===== src/rtl/nco_pkg.sv =====
package nco_pkg;

  localparam int PHASE_W   = 48;
  localparam int ADDR_W    = 24;
  localparam int SER_W     = 40;
  localparam int SER_BYTES = SER_W / 8;
  localparam int LEN_W     = 3;
  localparam int QUAD_W    = 2;
  localparam int PAD_W     = PHASE_W - SER_W;

  localparam logic [PHASE_W-1:0] RESET_CENTER = 48'h4000_0000_0000;

  // number of serial bytes selected by a length code, out-of-range codes saturate
  function automatic int serial_bytes(input logic [LEN_W-1:0] len);
    int n;
    if (int'(len) >= SER_BYTES - 1) n = SER_BYTES;
    else                            n = int'(len) + 1;
    return n;
  endfunction

  // left-justify the selected low bytes of the serial word at the phase MSB
  function automatic logic [PHASE_W-1:0] serial_align(input logic [SER_W-1:0] w,
                                                      input logic [LEN_W-1:0] len);
    logic [PHASE_W-1:0] ext;
    int                 sh;
    ext = {w, {PAD_W{1'b0}}};
    sh  = 8 * (SER_BYTES - serial_bytes(len));
    return ext << sh;
  endfunction

  // mask of the increment bits lying below a serial word of the given length
  function automatic logic [PHASE_W-1:0] below_serial_mask(input logic [LEN_W-1:0] len);
    logic [PHASE_W-1:0] one;
    int                 pos;
    one = {{(PHASE_W-1){1'b0}}, 1'b1};
    pos = PHASE_W - 8 * serial_bytes(len);
    return (one << pos) - one;
  endfunction

  // modulo 2^PHASE_W sum of three terms; carries beyond the MSB are dropped
  function automatic logic [PHASE_W-1:0] phase_sum3(input logic [PHASE_W-1:0] a,
                                                    input logic [PHASE_W-1:0] b,
                                                    input logic [PHASE_W-1:0] c);
    logic [PHASE_W+1:0] full;
    full = {2'b00, a} + {2'b00, b} + {2'b00, c};
    return full[PHASE_W-1:0];
  endfunction

  // quadrant rotation added into the top address bits
  function automatic logic [ADDR_W-1:0] quad_rotate(input logic [ADDR_W-1:0] addr,
                                                    input logic [QUAD_W-1:0] q);
    return addr + {q, {(ADDR_W-QUAD_W){1'b0}}};
  endfunction

endpackage


===== src/rtl/nco_sync.sv =====
module nco_sync #(
  parameter int W      = 1,
  parameter int STAGES = 2
) (
  input  logic         clk,
  input  logic         rst,
  input  logic [W-1:0] d,
  output logic [W-1:0] q
);

  logic [W-1:0] stg [STAGES];

  always_ff @(posedge clk) begin
    if (rst) stg[0] <= '0;
    else     stg[0] <= d;
  end

  for (genvar i = 1; i < STAGES; i++) begin : g_stage
    always_ff @(posedge clk) begin
      if (rst) stg[i] <= '0;
      else     stg[i] <= stg[i-1];
    end
  end

  assign q = stg[STAGES-1];

endmodule


===== src/rtl/nco_freq_sum.sv =====
module nco_freq_sum
  import nco_pkg::*;
(
  input  logic               clk,
  input  logic               rst,
  input  logic               in_valid,
  input  logic [PHASE_W-1:0] center_word,
  input  logic               center_en,
  input  logic [PHASE_W-1:0] offset_word,
  input  logic               offset_en_s,
  input  logic [SER_W-1:0]   serial_word,
  input  logic [LEN_W-1:0]   serial_len,
  input  logic               serial_en,
  output logic [PHASE_W-1:0] inc_o,
  output logic               valid_o
);

  logic [PHASE_W-1:0] sf_aligned;
  logic [PHASE_W-1:0] cf_term, of_term, sf_term;
  logic [PHASE_W-1:0] inc_next;
  logic               all_terms_off;
  logic [PHASE_W-1:0] inc_q;
  logic               valid_q;

  assign sf_aligned    = serial_align(serial_word, serial_len);
  assign cf_term       = center_en   ? center_word : '0;
  assign of_term       = offset_en_s ? offset_word : '0;
  assign sf_term       = serial_en   ? sf_aligned  : '0;
  assign inc_next      = phase_sum3(cf_term, of_term, sf_term);
  assign all_terms_off = !center_en && !offset_en_s && !serial_en;

  always_ff @(posedge clk) begin
    if (rst) begin
      inc_q   <= RESET_CENTER;
      valid_q <= 1'b0;
    end else begin
      inc_q   <= inc_next;
      valid_q <= in_valid;
    end
  end

  assign inc_o   = inc_q;
  assign valid_o = valid_q;


  all_off_zero_chk: assert property (@(posedge clk) disable iff (rst)
    all_terms_off |=> (inc_q == '0));


  serial_low_zero_chk: assert property (@(posedge clk) disable iff (rst)
    ((sf_aligned & below_serial_mask(serial_len)) == '0));


  inc_reset_chk: assert property (@(posedge clk)
    $past(rst) |-> (inc_q == RESET_CENTER && !valid_q));

endmodule


===== src/rtl/nco_phase_acc.sv =====
module nco_phase_acc
  import nco_pkg::*;
(
  input  logic               clk,
  input  logic               rst,
  input  logic [PHASE_W-1:0] inc_i,
  input  logic               valid_i,
  input  logic [QUAD_W-1:0]  quad_s,
  output logic [ADDR_W-1:0]  addr_o,
  output logic               valid_o
);

  logic [PHASE_W-1:0] acc_q;
  logic [PHASE_W-1:0] acc_next;
  logic [ADDR_W-1:0]  acc_top;
  logic [ADDR_W-1:0]  addr_q;
  logic               vacc_q;
  logic               vout_q;

  assign acc_next = phase_sum3(acc_q, inc_i, '0);
  assign acc_top  = acc_q[PHASE_W-1 -: ADDR_W];

  always_ff @(posedge clk) begin
    if (rst) begin
      acc_q  <= '0;
      vacc_q <= 1'b0;
      addr_q <= '0;
      vout_q <= 1'b0;
    end else begin
      acc_q  <= acc_next;
      vacc_q <= valid_i;
      addr_q <= quad_rotate(acc_top, quad_s);
      vout_q <= vacc_q;
    end
  end

  assign addr_o  = addr_q;
  assign valid_o = vout_q;


  hold_on_zero_chk: assert property (@(posedge clk) disable iff (rst)
    (inc_i == '0) |=> $stable(acc_q));


  quad_low_bits_chk: assert property (@(posedge clk) disable iff (rst)
    1'b1 |=> (addr_q[ADDR_W-QUAD_W-1:0] == $past(acc_q[PHASE_W-QUAD_W-1 -: ADDR_W-QUAD_W])));


  acc_reset_chk: assert property (@(posedge clk)
    $past(rst) |-> (acc_q == '0 && addr_q == '0 && !vout_q));

endmodule


===== src/rtl/nco_phase_core.sv =====
module nco_phase_core
  import nco_pkg::*;
(
  input  logic               clk,
  input  logic               rst,
  input  logic               in_valid,
  input  logic [PHASE_W-1:0] center_word,
  input  logic               center_en,
  input  logic [PHASE_W-1:0] offset_word,
  input  logic               offset_en,
  input  logic [SER_W-1:0]   serial_word,
  input  logic [LEN_W-1:0]   serial_len,
  input  logic               serial_en,
  input  logic [QUAD_W-1:0]  quad_sel,
  output logic [ADDR_W-1:0]  phase_addr,
  output logic               addr_valid
);

  localparam int SYNC_STAGES = 2;

  logic               offset_en_s;
  logic [QUAD_W-1:0]  quad_s;
  logic [PHASE_W-1:0] inc_w;
  logic               inc_valid;

  nco_sync #(.W(1), .STAGES(SYNC_STAGES)) u_sync_ofs (
    .clk (clk), .rst (rst), .d (offset_en), .q (offset_en_s)
  );

  nco_sync #(.W(QUAD_W), .STAGES(SYNC_STAGES)) u_sync_quad (
    .clk (clk), .rst (rst), .d (quad_sel), .q (quad_s)
  );

  nco_freq_sum u_sum (
    .clk         (clk),
    .rst         (rst),
    .in_valid    (in_valid),
    .center_word (center_word),
    .center_en   (center_en),
    .offset_word (offset_word),
    .offset_en_s (offset_en_s),
    .serial_word (serial_word),
    .serial_len  (serial_len),
    .serial_en   (serial_en),
    .inc_o       (inc_w),
    .valid_o     (inc_valid)
  );

  nco_phase_acc u_acc (
    .clk     (clk),
    .rst     (rst),
    .inc_i   (inc_w),
    .valid_i (inc_valid),
    .quad_s  (quad_s),
    .addr_o  (phase_addr),
    .valid_o (addr_valid)
  );

  // cycles since reset, saturating, used only by the valid checks
  logic [1:0] since_rst;
  always_ff @(posedge clk) begin
    if (rst)                 since_rst <= '0;
    else if (since_rst != 2'd3) since_rst <= since_rst + 2'd1;
  end


  valid_source_chk: assert property (@(posedge clk) disable iff (rst)
    addr_valid |-> $past(in_valid, 3));


  valid_follow_chk: assert property (@(posedge clk) disable iff (rst)
    (since_rst == 2'd3 && $past(in_valid, 3)) |-> addr_valid);


  quad_sync_chk: assert property (@(posedge clk) disable iff (rst)
    (since_rst == 2'd3) |-> (quad_s == $past(quad_sel, 2)));

endmodule


===== config.mk =====
export PLATFORM = sky130hd
export DESIGN_NAME = nco_phase_core
export DESIGN_NICKNAME = d
export VERILOG_FILES = /design/src/rtl/nco_pkg.sv /design/src/rtl/nco_sync.sv /design/src/rtl/nco_freq_sum.sv /design/src/rtl/nco_phase_acc.sv /design/src/rtl/nco_phase_core.sv
export SDC_FILE = /design/constraint.sdc
export NUM_CORES = 1
export LEC_CHECK = 0
export BUFFER_PORTS_ARGS = -buffer_cell sky130_fd_sc_hd__buf_4
export CAP_MARGIN = 20
export CORE_MARGIN = 2
export CORE_UTILIZATION = 59
export DETAILED_ROUTE_END_ITERATION = 8
export GPL_TIMING_DRIVEN = 1
export PLACE_DENSITY = 0.9
export SYNTH_ARGS = -nofsm -noshare
export SYNTH_HDL_FRONTEND = slang
export SYNTH_HIERARCHICAL = 1
export SYNTH_SLANG_ARGS = --single-unit

===== constraint.sdc =====
create_clock -name clk -period 9.4 [get_ports clk]
set_input_delay 2.82 -clock clk [delete_from_list [all_inputs] [get_ports clk]]
set_output_delay 2.82 -clock clk [all_outputs]
set_load 0.01 [all_outputs]

# Word level (Yosys, flattened, before mapping)
# Memory sizes are Yosys's and may differ from the RTL's.
# Index checks and enable logic that the tools add are counted.
[op_classes] muxes=11 bitwise=4 addsub=6 shifts=1 magnitude_cmp=1
[ops] operator="adder 48 bit" n=3
[ops] operator="2-to-1 mux 48 bit" n=3
[ops] operator="left shift 48 x 32 -> 48 bit" n=1
[ops] operator="subtractor 4 x 29 -> 29 bit, first input constant" n=1
[ops] operator="adder 24 bit" n=1
[ops] operator="2-to-1 mux 1 bit" n=5
[ops] operator="adder 3 x 1 -> 4 bit, second input constant" n=1
[ops] operator="2-to-1 mux 2 bit" n=2
[ops] operator="2-to-1 mux 4 bit" n=1
[ops] operator="bitwise OR 1 bit" n=4
[ops] operator="greater-or-equal comparator 3 bit, second input constant" n=1
[totals] wordCells=31 memories=2 output_inout_bits=25 register_bits=123 ram_bits=6
[memory_table] name="u_sync_quad.stg" words=2 width=2 read_ports=2 rd_ports_with_merged_regs=0 wr=2 line_no="nco_sync.sv:11" rtl="logic [W-1:0] stg [STAGES];"
[memory_table] name="u_sync_ofs.stg" words=2 width=1 read_ports=2 rd_ports_with_merged_regs=0 wr=2 line_no="nco_sync.sv:11"

# Logic depth before layout (Yosys ltp)
[depth] ltp_word=6 depth_mapped=26 depth_no_buf=24

# Modules after synthesis
# The synthesis kept the hierarchy.
[by_module_without_submodules] module="nco_freq_sum" seq_area_each_um2=980.9 cells_each=846 area_each_um2=6343.6 instances=1
[by_module_without_submodules] module="nco_phase_acc" seq_area_each_um2=1481.4 cells_each=571 area_each_um2=4742.0 instances=1
[by_module_without_submodules] module="nco_sync at u_sync_quad" seq_area_each_um2=80.1 cells_each=8 area_each_um2=105.1 instances=1
[by_module_without_submodules] module="nco_sync at u_sync_ofs" seq_area_each_um2=40.0 cells_each=4 area_each_um2=52.6 instances=1

# Worst setup path after synthesis
# No wires, ideal clock.
[synth_timing] path_type="in2reg" start="in serial_len[0]" end="reg u_sum.inc_q[43] (netlist: u_sum/inc_o[43])" slack_ns=1.276 arrival_ns=8.003 n_path_buf=2 setup_time_ns=0.121 stages=25 path_cell_list="inv_1 > ha_1 > nand2b_1 > inv_1 > clkbuf_1 > ha_1 > inv_1 > ha_1 > nand3b_1 > or3_1 > clkbuf_1 > nor2_1 > a22oi_1 > fa_1 > inv_1 > ha_1 > a21oi_1 > o21ai_1 > or4_4 > nor3b_2 > a211oi_2 > a41o_4 > a31oi_4 > o21ai_2 > mux2_4"
[synth_via] elab_chain_len=6 word_cells_on_any_way=7
[synth_rtl] element="start: declaration" line_no="nco_phase_core.sv:12" rtl="input logic [LEN_W-1:0] serial_len,"
[synth_rtl] element="adder 3 x 1 -> 4 bit or greater-or-equal comparator 3 bit (tied branches)" line_no="nco_pkg.sv:17, nco_pkg.sv:16"
[synth_rtl] element="2-to-1 mux 4 bit *" line_no="nco_pkg.sv:16" rtl="if (int'(len) >= SER_BYTES - 1) n = SER_BYTES;"
[synth_rtl] element="subtractor 4 x 29 -> 29 bit *" line_no="nco_pkg.sv:27" rtl="sh = 8 * (SER_BYTES - serial_bytes(len));"
[synth_rtl] element="left shift 48 x 32 -> 48 bit *" line_no="nco_pkg.sv:28" rtl="return ext << sh;"
[synth_rtl] element="2-to-1 mux 48 bit *" line_no="nco_freq_sum.sv:28" rtl="assign sf_term = serial_en ? sf_aligned : '0;"
[synth_rtl] element="adder 48 bit *" line_no="nco_pkg.sv:45" rtl="full = {2'b00, a} + {2'b00, b} + {2'b00, c};"
[synth_rtl] element="end signal: assignment" line_no="nco_freq_sum.sv:37" rtl="inc_q <= inc_next;"
[synth_rtl] element="end: declaration" line_no="nco_freq_sum.sv:22" rtl="logic [PHASE_W-1:0] inc_q;"
# Mark *: on every way between the ends. The rest lies on a longest branch, timed or not.
# A chain may end at the register's enable or synchronous reset.

# Worst setup path in the final report
# Same ends and word-level chain as after synthesis.

==> flow_metrics.tcl <==
set metrics [dict create \
    swShare 0.324 \
    syn_area_sq_mm 0.0112 \
    gp_congestion 1.07 \
    switching_power_uw 635 \
    syn-instance-count 1429 \
    status "finished, final reports clean" \
    fp-row-count 50 \
    hold_class "register to register" \
    fin_tns_setup_ps 0 \
    cts_hold_buf 0 \
    peakVddDrop_uv 144 \
    yosysUniqueCellTypes 78 \
    postRouteAntennaNets 0 \
    cts-resized-gates 0 \
    ioPinCount 172 \
    r2r_slack_ps 5130 \
    hold_path_depth 1 \
    setup_violations 0 \
    total_power_uw 1960 \
    syn_area_per_cell_sq_um 7.87 \
    crit_type "input port to register" \
    die_h_microns 142 \
    clkPwrFrac 0.356 \
    htree_num_levels 4 \
    cpMaxStageDelayCell "fa_1" \
    cts.sinks 129 \
    grt_max_degree 82 \
    regArea_sq_mm 0.00258 \
    synth_area_leaders "dfxtp_1 (23%), ha_1 (12%), fa_1 (7.3%)" \
    drive_gt1_frac 0.153 \
    synth-seq-cells 129 \
    r2r_end "u_sum/inc_o[43]$_SDFF_PP0_" \
    power.density_mw_per_mm2 147 \
    holdCritStartpoint "u_acc/vacc_q$_SDFF_PP0_" \
    min_period_ps 8230 \
    finalWirelength_microns 31600 \
    yosys_warnings 6 \
    fin_crit_sh 0.875 \
    vias 10800 \
    grt_first_pass_wirelength_microns 50400 \
    io_buffers 171 \
    grt_pass1_vias 10300 \
    synthArstFlopShare 0 \
    crit_fanout 11 \
    syn2layout_area_growth_pct 18.1 \
    critPathLaunchType "input port" \
    cp.required_ps 9710 \
    n_antenna_cell 0 \
    post_cts_buffers 0 \
    layout.nets 1863 \
    wl_per_cell_microns 17.4 \
    intPower_uw 1320 \
    netlist.area_leader.share 0.230 \
    reg2reg_from "u_sync_ofs/stg[1]$_SDFF_PP0_" \
    final-max-slew-violation-count 0 \
    critical_path.max_stage_delay_ps 510 \
    combPwrFrac 0.308 \
    clkSlewWorstSetupHoldPaths_ps 60 \
    start_util 0.601 \
    antenna_found_initial 0 \
    fin_cells 1816 \
    p_leak_uw 0.00653 \
    multi_input_area_sq_mm 0.00804 \
    cts_tree "yes" \
    drt-initial-drc-count 1008 \
    cpLargestDelayFamily "simple AND/OR/NAND/NOR gates" \
    rsz0062_at_grt "no" \
    worst_skew_pair.late_latency_ps 420 \
    cp.arrival_ps 8530 \
    synth.net_count 1723 \
    via_per_inst 5.92 \
    dp_hpwl_microns 24600 \
    cap_violations 0 \
    die_w_microns 142 \
    path_buf_inv 6 \
    pwr-share-seq 0.336 \
    route.detailed.drc 0 \
    finalClockSkew_ps 12.7 \
    max_clock_freq_mhz 122 \
    min_to "u_acc/valid_o$_SDFF_PP0_" \
    dr.pass1.iters 8 \
    core_area_sq_mm 0.0187 \
    dp_cells 1784 \
    nFillCells 1462 \
    synth-edff-count 0 \
    synthFlopType "dfxtp_1" \
    critPathCaptureType "register" \
    final_hold_viol_count 0 \
    tightest_slew_ps 941 \
    cts_buffers 17 \
    die_area_sq_mm 0.0202 \
    max_slew_margin 0.372 \
    overflow 0 \
    cts.path.max_buffers 2 \
    clock-root-buffer "clkbuf_16" \
    grt_use_total 0.310 \
    worstRegToRegCells 14 \
    synth_largest_area_cell "dfxtp_1" \
    ys_seq_area_frac 0.230 \
]
synthesized netlist by cell type (all sizes together), types with 3 or more instances:
cell / number
inv: 106
nor3b: 4
fa: 41
dfxtp: 129
nand2: 182
nand4: 21
or3: 3
ha: 106
or4: 6
a31oi: 20
clkbuf: 49
o21a: 16
xor2: 32
o22ai: 3
o21bai: 18
or2: 5
nor3: 22
o21ai: 61
mux2i: 25
buf: 8
nor2: 128
a21o: 56
and3: 15
xnor2: 45
o31a: 3
a22oi: 9
and4: 3
o221a: 3
o211ai: 8
and2: 24
a21oi: 126
nand3: 19
nand2b: 15
mux2: 10
o22a: 7
a21boi: 6
nor4: 3
a211oi: 8
nor2b: 52
power by group through the flow:
stage / Clock, uW / Combinational, uW / Sequential [uW]
5_1_grt: 726 / 663 / 661
4_1_cts: 705 / 592 / 654
2_1_floorplan: 0 / 404 / 656
6_report: 697 / 603 / 657
3_3_place_gp: 0 / 563 / 661
3_5_place_dp: 0 / 577 / 664
worst reg2reg max path: stages (launching register included):
cell      delay (ps)
dfxtp_1          310
buf_4            400
nand2_1          230
fa_1             550
inv_1             50
ha_1             370
a211oi_1         300
o21bai_1         130
or4_4            490
nor3b_2          220
a211oi_2         100
a41o_4           350
a31oi_4          240
o21ai_2          100
mux2_4           310
metal layers:
layer / wire, microns / vias to the layer above / track usage / share of wire
met5: 0 / - / 0 / 0
met4: 1040 / 0 / 0.118 / 0.033
met3: 2110 / 67 / 0.0394 / 0.067
met2: 14600 / 516 / 0.528 / 0.46
met1: 13900 / 4943 / 0.402 / 0.44
li1: - / 5224 / - / -
stage by stage:
stage | util | setup WS [ps] | hold slack, ps | area, sq um
after floorplan | - | 1280 | 414 | 11200
after global placement | 0.676 | 993 | 418 | 12600
after detailed placement | 0.676 | 879 | 425 | 12600
after CTS | 0.710 | 1320 | 441 | 13300
after global routing | 0.710 | 835 | 460 | 13300
final | 0.710 | 1170 | 439 | 13300
sequential cells by signal, summed over array words and instances (netlist names):
signal	cells
u_acc/acc_q	48
u_sum/valid_o	1
u_acc/valid_o	1
u_acc/addr_o	24
u_sync_ofs/stg	2
u_sum/inc_o	48
u_acc/vacc_q	1
u_sync_quad/stg	4
how the worst max path moves through the flow:
| stage | depth (start not counted) | endpoint | from |
|---|---|---|---|
| finish | 25 | u_sum/inc_o[43]$_SDFF_PP0_ | serial_len[0] |
| global route | 24 | u_sum/inc_o[43]$_SDFF_PP0_ | serial_len[0] |
| CTS | 24 | u_sum/inc_o[43]$_SDFF_PP0_ | serial_len[0] |
| detailed placement | 24 | u_sum/inc_o[43]$_SDFF_PP0_ | serial_len[0] |
| global placement | 25 | u_sum/inc_o[43]$_SDFF_PP0_ | serial_len[0] |
| floorplan | 25 | u_sum/inc_o[43]$_SDFF_PP0_ | serial_len[0] |
area by class of cell:
| type | instances | share of cell area |
|---|---|---|
| clock buffer | 18 | 0.0323 |
| clock inverter | 14 | 0.0154 |
| inverter | 106 | 0.0300 |
| multi-input combinational | 1137 | 0.605 |
| sequential | 129 | 0.194 |
| tap | 234 | 0.0220 |
| timing repair buffer | 178 | 0.101 |
logic make-up (layout without fill, tap and decap cells):
| logic type | Yosys count | count (layout) | share of synthesized area |
|---|---|---|---|
| buf+inv | 163 | 316 | 0.0555 |
| mux | 35 | 35 | 0.0326 |
| other cells | 1 | 1 | 0.000334 |
| simple gates | 508 | 508 | 0.214 |
| compound gates | 369 | 369 | 0.217 |
| xor+xnor | 77 | 77 | 0.0600 |
| flops | 129 | 129 | 0.230 |
| fa+ha+maj | 147 | 147 | 0.191 |
cell usage in the layout, fill, tap and decap left out, types with 4 or more instances in the layout:
cell and instances:
and2_1 24, xor2_1 32, o22a_1 7, o21ai_0 53, mux2_1 6, a21boi_0 5
buf_4 178, o21a_1 16, fa_1 41, inv_6 4, ha_1 106, nor2b_1 52
bufinv_16 4, nor2_1 128, nand2b_1 14, dfxtp_1 129, a22oi_1 9, nand2_1 182
or2_2 4, a211oi_1 5, o21ai_1 5, clkbuf_16 17, nor3_1 22, mux2i_1 25
a31oi_1 19, xnor2_1 45, inv_1 106, nand3_1 18, o211ai_1 7, nand4_1 21
a21o_1 56, o21bai_1 18, or4_1 4, a21oi_1 125, and3_1 15
(Power assumes the default switching activity.)
